### config.mk
export PLATFORM = sky130hd
export DESIGN_NAME = drc_matcher
export DESIGN_NICKNAME = d
export VERILOG_FILES = /design/src/rtl/drc_pkg.sv /design/src/rtl/drc_first_set.sv /design/src/rtl/drc_entry.sv /design/src/rtl/drc_matcher.sv
export SDC_FILE = /design/constraint.sdc
export NUM_CORES = 1
export LEC_CHECK = 0
export CAP_MARGIN = 20
export CORE_ASPECT_RATIO = 0.7
export CORE_MARGIN = 5
export CORE_UTILIZATION = 53
export CTS_CLUSTER_DIAMETER = 80
export DETAILED_ROUTE_END_ITERATION = 16
export DONT_BUFFER_PORTS = 1
export PLACE_DENSITY = 0.74
export SETUP_SLACK_MARGIN = 0.3
export SLEW_MARGIN = 20
export SYNTH_ARGS = -nofsm -noshare
export SYNTH_HDL_FRONTEND = slang
export SYNTH_HIERARCHICAL = 1
export SYNTH_SLANG_ARGS = --single-unit
### constraint.sdc
create_clock -name clk -period 3.06 [get_ports clk]
set_clock_uncertainty 0.15 [all_clocks]
set_input_delay 0.153 -clock clk [delete_from_list [all_inputs] [get_ports clk]]
set_output_delay 0.153 -clock clk [all_outputs]
set_load 0.02 [all_outputs]
### src/rtl/drc_pkg.sv
package drc_pkg;

  localparam int CMD_W = 4;

  localparam logic [CMD_W-1:0] CMD_MEM_RD      = 4'h6;
  localparam logic [CMD_W-1:0] CMD_MEM_RD_LINE = 4'hE;
  localparam logic [CMD_W-1:0] CMD_MEM_RD_MULT = 4'hC;

  // True for the three memory read codes that may be served from a stored entry.
  function automatic logic is_mem_read(input logic [CMD_W-1:0] c);
    return (c == CMD_MEM_RD) || (c == CMD_MEM_RD_LINE) || (c == CMD_MEM_RD_MULT);
  endfunction

  // Command comparison rule. Aliasing folds all read codes into one class.
  function automatic logic cmd_match(input logic [CMD_W-1:0] stored,
                                     input logic [CMD_W-1:0] incoming,
                                     input logic             alias_on);
    if (!is_mem_read(stored) || !is_mem_read(incoming)) return 1'b0;
    return alias_on ? 1'b1 : (stored == incoming);
  endfunction

endpackage

### src/rtl/drc_first_set.sv
// Lowest-index set bit finder, used for both hit selection and free-entry pick.
module drc_first_set #(
  parameter int N  = 4,
  parameter int IW = 2
) (
  input  logic [N-1:0]  vec,
  output logic          found,
  output logic [IW-1:0] idx
);
  always_comb begin
    found = 1'b0;
    idx   = '0;
    for (int i = N - 1; i >= 0; i--) begin
      if (vec[i]) begin
        found = 1'b1;
        idx   = IW'(i);
      end
    end
  end
endmodule

### src/rtl/drc_entry.sv
// One delayed read table slot with its own comparator.
module drc_entry
  import drc_pkg::*;
#(
  parameter int ADDR_W = 32
) (
  input  logic              clk,
  input  logic              rst_n,
  input  logic              claim,
  input  logic              retire,
  input  logic              fill,
  input  logic [ADDR_W-1:0] claim_addr,
  input  logic [CMD_W-1:0]  claim_cmd,
  input  logic              alias_on,
  input  logic [ADDR_W-1:0] cmp_addr,
  input  logic [CMD_W-1:0]  cmp_cmd,
  output logic              valid,
  output logic              ready,
  output logic              hit
);
  logic [ADDR_W-1:0] addr_q;
  logic [CMD_W-1:0]  cmd_q;

  always_ff @(posedge clk) begin
    if (!rst_n) begin
      valid  <= 1'b0;
      ready  <= 1'b0;
      addr_q <= '0;
      cmd_q  <= '0;
    end else if (claim) begin
      valid  <= 1'b1;
      ready  <= 1'b0;
      addr_q <= claim_addr;
      cmd_q  <= claim_cmd;
    end else if (retire) begin
      valid  <= 1'b0;
      ready  <= 1'b0;
    end else if (fill && valid) begin
      ready  <= 1'b1;
    end
  end

  assign hit = valid && (addr_q == cmp_addr) && cmd_match(cmd_q, cmp_cmd, alias_on);
endmodule

### src/rtl/drc_matcher.sv
module drc_matcher
  import drc_pkg::*;
#(
  parameter int ENTRIES = 4,
  parameter int ADDR_W  = 32,
  localparam int IDX_W  = (ENTRIES > 1) ? $clog2(ENTRIES) : 1
) (
  input  logic              clk,
  input  logic              rst_n,
  input  logic              alias_en,
  input  logic              req_valid,
  input  logic [ADDR_W-1:0] req_addr,
  input  logic [3:0]        req_cmd,
  input  logic              fill_valid,
  input  logic [IDX_W-1:0]  fill_idx,
  output logic              resp_data,
  output logic              resp_retry,
  output logic [IDX_W-1:0]  resp_idx,
  output logic              issue_valid,
  output logic [ADDR_W-1:0] issue_addr,
  output logic [3:0]        issue_cmd,
  output logic [IDX_W-1:0]  issue_idx
);
  logic [ENTRIES-1:0] entry_valid, entry_ready, entry_hit;
  logic [ENTRIES-1:0] claim_vec, retire_vec;
  logic               hit_found, free_found;
  logic [IDX_W-1:0]   hit_idx, free_idx;

  // Named decision events, also observed by the checker.
  logic req_is_read, ev_hit_ready, ev_hit_wait, ev_alloc, ev_full, ev_reject;

  drc_first_set #(.N(ENTRIES), .IW(IDX_W)) u_hit_pick (
    .vec(entry_hit), .found(hit_found), .idx(hit_idx)
  );

  drc_first_set #(.N(ENTRIES), .IW(IDX_W)) u_free_pick (
    .vec(~entry_valid), .found(free_found), .idx(free_idx)
  );

  assign req_is_read  = is_mem_read(req_cmd);
  assign ev_hit_ready = req_valid && hit_found && entry_ready[hit_idx];
  assign ev_hit_wait  = req_valid && hit_found && !entry_ready[hit_idx];
  assign ev_alloc     = req_valid && req_is_read && !hit_found && free_found;
  assign ev_full      = req_valid && req_is_read && !hit_found && !free_found;
  assign ev_reject    = req_valid && !req_is_read;

  for (genvar g = 0; g < ENTRIES; g++) begin : g_slot
    assign claim_vec[g]  = ev_alloc && (free_idx == IDX_W'(g));
    assign retire_vec[g] = ev_hit_ready && (hit_idx == IDX_W'(g));

    drc_entry #(.ADDR_W(ADDR_W)) u_entry (
      .clk       (clk),
      .rst_n     (rst_n),
      .claim     (claim_vec[g]),
      .retire    (retire_vec[g]),
      .fill      (fill_valid && (fill_idx == IDX_W'(g))),
      .claim_addr(req_addr),
      .claim_cmd (req_cmd),
      .alias_on  (alias_en),
      .cmp_addr  (req_addr),
      .cmp_cmd   (req_cmd),
      .valid     (entry_valid[g]),
      .ready     (entry_ready[g]),
      .hit       (entry_hit[g])
    );
  end

  always_ff @(posedge clk) begin
    if (!rst_n) begin
      resp_data   <= 1'b0;
      resp_retry  <= 1'b0;
      resp_idx    <= '0;
      issue_valid <= 1'b0;
      issue_addr  <= '0;
      issue_cmd   <= '0;
      issue_idx   <= '0;
    end else begin
      resp_data   <= ev_hit_ready;
      resp_retry  <= ev_hit_wait || ev_alloc || ev_full || ev_reject;
      issue_valid <= ev_alloc;
      if (ev_hit_ready) resp_idx <= hit_idx;
      if (ev_alloc) begin
        issue_addr <= req_addr;
        issue_cmd  <= req_cmd;
        issue_idx  <= free_idx;
      end
    end
  end
endmodule

==> flow_metrics.tcl, run 1 <==
set metrics [dict create \
    status "finished with violations" \
    violations "hold timing, setup timing" \
    period_needed_ns 3.11 \
    routabilityCongestion 0.832 \
    async_reset_ff_share_pct 0 \
    path_clk_slew_ns 0.08 \
    worst_skew_pair.late_latency_ns 0.44 \
    drtIter0Drc 768 \
    root_buffer "clkbuf_16" \
    wl_met1_um 12100 \
    synthAdderAreaFrac_pct 0 \
    r2r_cells 11 \
    fillCellCount 1272 \
    start_util_pct 54.2 \
    wl_per_cell_um 22.7 \
    drtAntennaViolNets 0 \
    reg2reg_to "g_slot[0].u_entry/ready$_SDFFE_PP0P_" \
    grt_max_degree 158 \
    start_kind "flip-flop" \
    drcViolationCount 0 \
    yosys.area_share.xor_xnor_pct 12.4 \
    top_layer "met4" \
    finalPower_mw 5.25 \
    rsz0062_at_grt "yes" \
    dieWidth_um 169 \
    synth_top_area_cell "dfxtp_1" \
    synth_simple_gate_area_share_pct 19.2 \
    synthTopCellsByCount "dfxtp_1 (195), nor2b_1 (149), mux2i_1 (147)" \
    diodes 0 \
    dr.pass1.iters 5 \
    htreeDepth 4 \
    synth_top_area_share_pct 41.9 \
    grt_pass1_vias 7220 \
    p_leak_nw 3.99 \
    crit_path_start "g_slot[1].u_entry/cmd_q[0]$_SDFFE_PN0P_" \
    vias 7297 \
    cts_buffer_depth 2 \
    required_ns 3.26 \
    crit_type "reg -> reg" \
    synth_edf_count 0 \
    vdd.ir_drop.worst_uv 326 \
    layout-drive-gt1-share_pct 15.8 \
    rrSetupSlack_ns -0.05 \
    ys.flop_type "dfxtp_1" \
    syn_to_final_growth_pct 22.9 \
    grt_pass1_wl_um 41700 \
    wl_met3_um 2110 \
    clock-sinks 195 \
    design.core.area_um2 17200 \
    final_max_slew_viol_count 0 \
    endpoint "g_slot[0].u_entry/ready$_SDFFE_PP0P_" \
    cap_violations 0 \
    cp_max_fo 3 \
    wl_um 28000 \
    antenna_found_initial 0 \
    r2r-start "g_slot[1].u_entry/cmd_q[0]$_SDFFE_PN0P_" \
    fmax_ghz 0.322 \
    synth_nets 969 \
    fin_ws_ns -0.0475 \
    whs_ns -0.0158 \
    met2_length_um 13100 \
    yosysWarnings 6 \
    grt_overflow 0 \
    cts_tree "yes" \
    slew_headroom_pct 45.7 \
    num_rows 40 \
    tightest_slew_ns 0.814 \
    avgSynthCellArea_um2 10.1 \
    via_per_inst 5.92 \
    worstPathArrival_ns 3.31 \
    yosysSeqAreaShare_pct 41.9 \
    layout.nets 1031 \
    synth_compound_area_share_pct 7.30 \
    fp.dieH_um 121 \
    cp-end-kind "flip-flop" \
    grt_usage_pct 26.2 \
    netlist_area_um2 9330 \
    ys_seq_elements 195 \
    post-dp-hpwl_um 15100 \
    synthMuxAreaShare_pct 16.0 \
    period_share_pct 102 \
    finalSetupTns_ns -0.375 \
    cts_inserted_buffers 17 \
    synth_area_leaders "dfxtp_1 (42%), mux2i_1 (16%), xor2_1 (12%)" \
    holdCritPathClass "in -> reg" \
    finalSetupViolCount 25 \
    hold_violations 3 \
    synth_top_family_by_area "simple AND/OR/NAND/NOR gates" \
    syn_inst 926 \
    power_density_nw_per_um2 458 \
    pin_count 86 \
    ys_types 37 \
    numPortBuffers 0 \
    synth_most_common_cell "dfxtp_1" \
    dieArea_um2 20400 \
]
-- through the flow --
step           util [%]  cell area (um^2)  instances  worst slack [ns]
2_1_floorplan         -              9450        926             0.301
4_1_cts            65.1             11200       1222             0.122
3_5_place_dp       57.0              9810       1136           -0.0697
5_1_grt            66.6             11500       1232            -0.157
3_3_place_gp       57.0              9810       1136           -0.0179
6_report           66.6             11500       1232           -0.0475
-- cells by family (layout without fill, tap and decap cells) --
kind of cell,after synthesis,in the layout
AOI/OAI and AO/OA,99,99
and+or+nand+nor,285,285
xor gates and xnor gates,132,132
buffers and inverters,66,141
muxes,149,149
DFF,195,195
-- where the power goes --
group	switching, mW	total (mW)	leakage (nW)	internal [mW]
combinational	0.246	0.431	2.14	0.185
sequential	0.0418	2.61	1.58	2.57
clock	1.07	2.21	0.271	1.15
total	1.35	5.25	3.99	3.90
-- layer usage --
metal	vias up	track usage [%]
met3	57	6.81
met2	297	42.4
met4	0	7.91
li1	3393	-
met1	3550	34.6
met5	-	0
-- layout by cell type, fill, tap and decap left out, types with 3 or more instances in the layout --
| master | instances |
|---|---|
| dfxtp_2 | 6 |
| nand3_1 | 7 |
| nor4bb_1 | 4 |
| and3_4 | 4 |
| a21oi_1 | 40 |
| a22o_1 | 4 |
| nand2b_1 | 3 |
| or3b_1 | 3 |
| buf_12 | 9 |
| a31oi_1 | 4 |
| inv_1 | 6 |
| dlygate4sd3_1 | 42 |
| clkbuf_16 | 23 |
| o21a_1 | 5 |
| nand2_1 | 10 |
| clkinv_4 | 3 |
| buf_16 | 3 |
| mux2i_1 | 136 |
| nor2_1 | 7 |
| xor2_1 | 124 |
| buf_4 | 34 |
| o31ai_1 | 36 |
| inv_6 | 4 |
| nand4_1 | 42 |
| nor4_1 | 19 |
| nor4_2 | 11 |
| nor2b_1 | 147 |
| clkinvlp_4 | 4 |
| nor4_4 | 3 |
| dfxtp_1 | 189 |
| xnor2_1 | 8 |
| mux2i_2 | 9 |
| buf_6 | 8 |
-- repair_timing --
item	4_1_cts	5_1_grt
hold buffers	42	1
cloned	6	3
pin swaps	13	13
setup buffers	6	6
hold endpoints to repair	193	5
resized for setup	41	39
setup endpoints to repair	192	195
-- registers in the layout (all words and copies together) (netlist names) --
signal / flops
issue_idx: 2
issue_cmd: 4
resp_idx: 2
resp_data: 1
issue_addr: 32
g_slot.u_entry/addr_q: 128
issue_valid: 1
g_slot.u_entry/cmd_q: 16
g_slot.u_entry/valid: 4
g_slot.u_entry/ready: 4
resp_retry: 1
-- final cells by class --
| cell class | instances | area [um^2] | share of cell area, % |
|---|---|---|---|
| multi-input combinational | 665 | 5480 | 47.8 |
| sequential | 195 | 3910 | 34.1 |
| timing repair buffer | 102 | 1180 | 10.3 |
| clock buffer | 17 | 425 | 3.71 |
| tap | 231 | 289 | 2.52 |
| clock inverter | 15 | 149 | 1.30 |
| inverter | 7 | 26.3 | 0.229 |
-- how the worst min path moves through the flow --
stage / start / to / slack, ns / cells after the start
6_report: rst_n / resp_retry$_SDFF_PN0_ / -0.02 / 2
5_1_grt: rst_n / issue_cmd[2]$_SDFFE_PN0P_ / 0.05 / 2
4_1_cts: req_addr[13] / issue_addr[13]$_SDFFE_PN0P_ / -0.29 / 2
3_5_place_dp: rst_n / g_slot[1].u_entry/valid$_SDFFE_PN0P_ / 0.14 / 1
3_3_place_gp: rst_n / issue_cmd[2]$_SDFFE_PN0P_ / 0.13 / 1
2_1_floorplan: rst_n / issue_cmd[2]$_SDFFE_PN0P_ / 0.12 / 1
-- critical path, cell delays in order (launching register included) --
cell and delay [ns]:
dfxtp_2 0.33, or3b_4 0.38, nor4_4 0.33, nand4_1 0.22, a2111oi_4 0.44, inv_2 0.10, a21oi_4 0.19, buf_4 0.15
mux2i_4 0.29, nor4_4 0.08, buf_4 0.14, nor4b_4 0.23
No activity file was read; power rests on OpenSTA's default activity.
==> run 2, diff against run 1 <==
Settings changed: BUFFER_PORTS_ARGS from default to -buffer_cell sky130_fd_sc_hd__buf_4, DONT_BUFFER_PORTS 1 to default, PLACE_DENSITY 0.74 to 0.78.
==> run 2 against run 1 <==
  * Flip-flop and latch count unchanged
  * The flow finishes with violations (setup timing)
  * Utilization up 6.2 points
  * Clock power grew 11%
  * Hold slack gained 0.054 ns
  * First-iteration DRC count grew 14%
  * Sequential power about the same
  * Worst setup slack got worse by 0.057 ns
  * Via count increased by 10%
  * Sequential share of layout area fell by 2.9 points
  * Critical path depth increased by 2
  * Total power is 7.7% higher
==> flow_metrics.tcl, run 2 (synthesized netlist as in run 1, its figures left out) <==
set metrics [dict create \
    required_ns 3.22 \
    num_rows 40 \
    post-dp-hpwl_um 15800 \
    via_per_inst 5.99 \
    vias 8026 \
    place_ws_ns -0.112 \
    drcViolationCount 0 \
    drtAntennaViolNets 0 \
    grt_pass1_vias 7683 \
    cts_buffer_depth 2 \
    cts_inserted_buffers 17 \
    grt_usage_pct 27.1 \
    htreeDepth 4 \
    power_density_nw_per_um2 452 \
    p_int_mw 4.23 \
    layout_common_cells "dfxtp_1 (189), nor2b_1 (148), mux2i_1 (138), buf_4 (125), xor2_1 (124)" \
    status "finished with violations" \
    period_needed_ns 3.16 \
    worst_skew_pair.late_latency_ns 0.43 \
    routabilityCongestion 0.838 \
    whs_ns 0.0381 \
    stdcell_count 1340 \
    grt_overflow 0 \
    syn_to_final_growth_pct 34.2 \
    fmax_ghz 0.316 \
    largest_register_ffs 128 \
    fp.dieH_um 121 \
    drtIter0Drc 875 \
    switchingPower_mw 1.43 \
    fin_util_pct 72.7 \
    wl_um 30500 \
    start_kind "flip-flop" \
    crit_family "simple AND/OR/NAND/NOR gates" \
    seqPwrFrac_pct 45.8 \
    grt_max_degree 88 \
    layout.nets 1140 \
    dp.cells 1232 \
    cp_slowest_cell "a2111oi_2" \
    fin_ws_ns -0.104 \
    worstPathArrival_ns 3.32 \
    dieArea_um2 20400 \
    reg_top3 "g_slot.u_entry/addr_q (128), issue_addr (32), g_slot.u_entry/cmd_q (16)" \
    p_comb_share_pct 10.8 \
    finalSetupViolCount 74 \
    clock-sinks 195 \
    crit_type "reg -> reg" \
    cp_max_fo 6 \
    pin_count 86 \
    design.core.area_um2 17200 \
    dieWidth_um 169 \
    start_util_pct 54.2 \
    p_clk_share_pct 43.4 \
    rsz0062_at_grt "yes" \
    cts_tree "yes" \
    numPortBuffers 85 \
    cp-end-kind "flip-flop" \
    regMostFlops "g_slot.u_entry/addr_q" \
    holdCritPathClass "in -> reg" \
    antenna_found_initial 0 \
    hold_violations 0 \
    root_buffer "clkbuf_16" \
    grt_pass1_wl_um 43400 \
    wl_per_cell_um 22.8 \
    violations "setup timing" \
    tightest_slew_ns 0.778 \
    cp_slowest_stage_delay_ns 0.46 \
    vdd.ir_drop.worst_uv 369 \
    path_clk_slew_ns 0.07 \
    crit_chain "or3b_1, nor4_2, nand4_1, a2111oi_2, nor2_2, nand2_2, and3b_2, nand3_4, nor3b_4, buf_6, buf_12, mux2i_2, nor2b_1" \
    final_max_slew_viol_count 0 \
    diodes 0 \
    swShare_pct 25.2 \
    cap_violations 0 \
    path_buf_inv 2 \
    final_common_cell "dfxtp_1" \
    slew_headroom_pct 48.1 \
    dr.pass1.iters 5 \
    p_leak_nw 4.63 \
    layout-drive-gt1-share_pct 24.2 \
    period_share_pct 103 \
]
==> run 2: cell count changes in the layout (fill, tap and decap cells not counted), moves of 3 or more <==
cell / before / now
buf_4: 34 / 125
buf_12: 9 / 13
buf_6: 8 / 12
dlygate4sd3_1: 42 / 46
nor4_2: 11 / 15
a21oi_1: 40 / 37
a21oi_2: 2 / 5
buf_16: 3 / 6
bufinv_16: 1 / 4
clkinv_4: 3 / 0
==> run 2: area by class of cell <==
type	instances	area, um^2
fillers	1132	4690
inverters	7	26.3
repair buffers	211	2160
clock inverters	13	196
flip-flops and latches	195	3910
clock buffers	18	439
multi-input cells	665	5500
well taps	231	289
==> run 2: path summary, 6_finish.rpt <==
check,end,slack [ns],depth (start not counted),start
setup / recovery,g_slot[2].u_entry/addr_q[17]$_SDFFE_PN0P_,-0.10,13,g_slot[2].u_entry/cmd_q[2]$_SDFFE_PN0P_
hold / removal,g_slot[0].u_entry/cmd_q[3]$_SDFFE_PN0P_,0.04,3,req_cmd[3]
setup reg to reg,g_slot[2].u_entry/addr_q[17]$_SDFFE_PN0P_,-0.10,13,g_slot[2].u_entry/cmd_q[2]$_SDFFE_PN0P_
hold reg to reg,issue_addr[13]$_SDFFE_PN0P_,0.32,2,issue_addr[13]$_SDFFE_PN0P_
==> run 2: worst reg2reg max path: cells and delay by family, from the launching register on <==
family	cells	cell delay, ns
AO/OA/AOI/OAI	1	0.46
buffers and inverters	2	0.31
flip-flops	1	0.37
multiplexers	1	0.21
AND/OR/NAND/NOR	9	1.54
==> run 2: layer usage <==
| layer | vias up | part of all wire, % | wire length (um) | global-route usage, % |
|---|---|---|---|---|
| met2 | 393 | 46 | 14000 | 43.8 |
| li1 | 3610 | - | - | - |
| met4 | 0 | 3.5 | 1080 | 8.46 |
| met3 | 78 | 7.5 | 2300 | 4.75 |
| met5 | - | 0 | 0 | 0 |
| met1 | 3945 | 43 | 13100 | 37.1 |
==> run 2: power groups by stage <==
stage	clock network (mW)	registers, mW	logic [mW]
6_report	2.45	2.59	0.613
5_1_grt	2.57	2.59	0.638
4_1_cts	2.45	2.59	0.569
3_5_place_dp	0	2.65	0.476
3_3_place_gp	0	2.65	0.472
2_1_floorplan	0	2.66	0.238
==> run 2: timing repair <==
action                                  CTS  global route
pin swaps                                18             8
buffers inserted                          8             8
resized for setup                        54            40
hold buffers                             46             0
endpoints found under the hold margin   160             0
cloned                                    7             8
endpoints found under the setup margin  193           194
==> run 2: metrics by stage <==
step                setup TNS, ns  total power [mW]  cell area [um^2]
CTS                             0              5.60             12100
finish                      -1.76              5.65             12500
floorplan                       0              2.90              9450
detailed placement          -2.02              3.12             10500
global route               -23.60              5.80             12500
global placement          -0.0749              3.12             10500
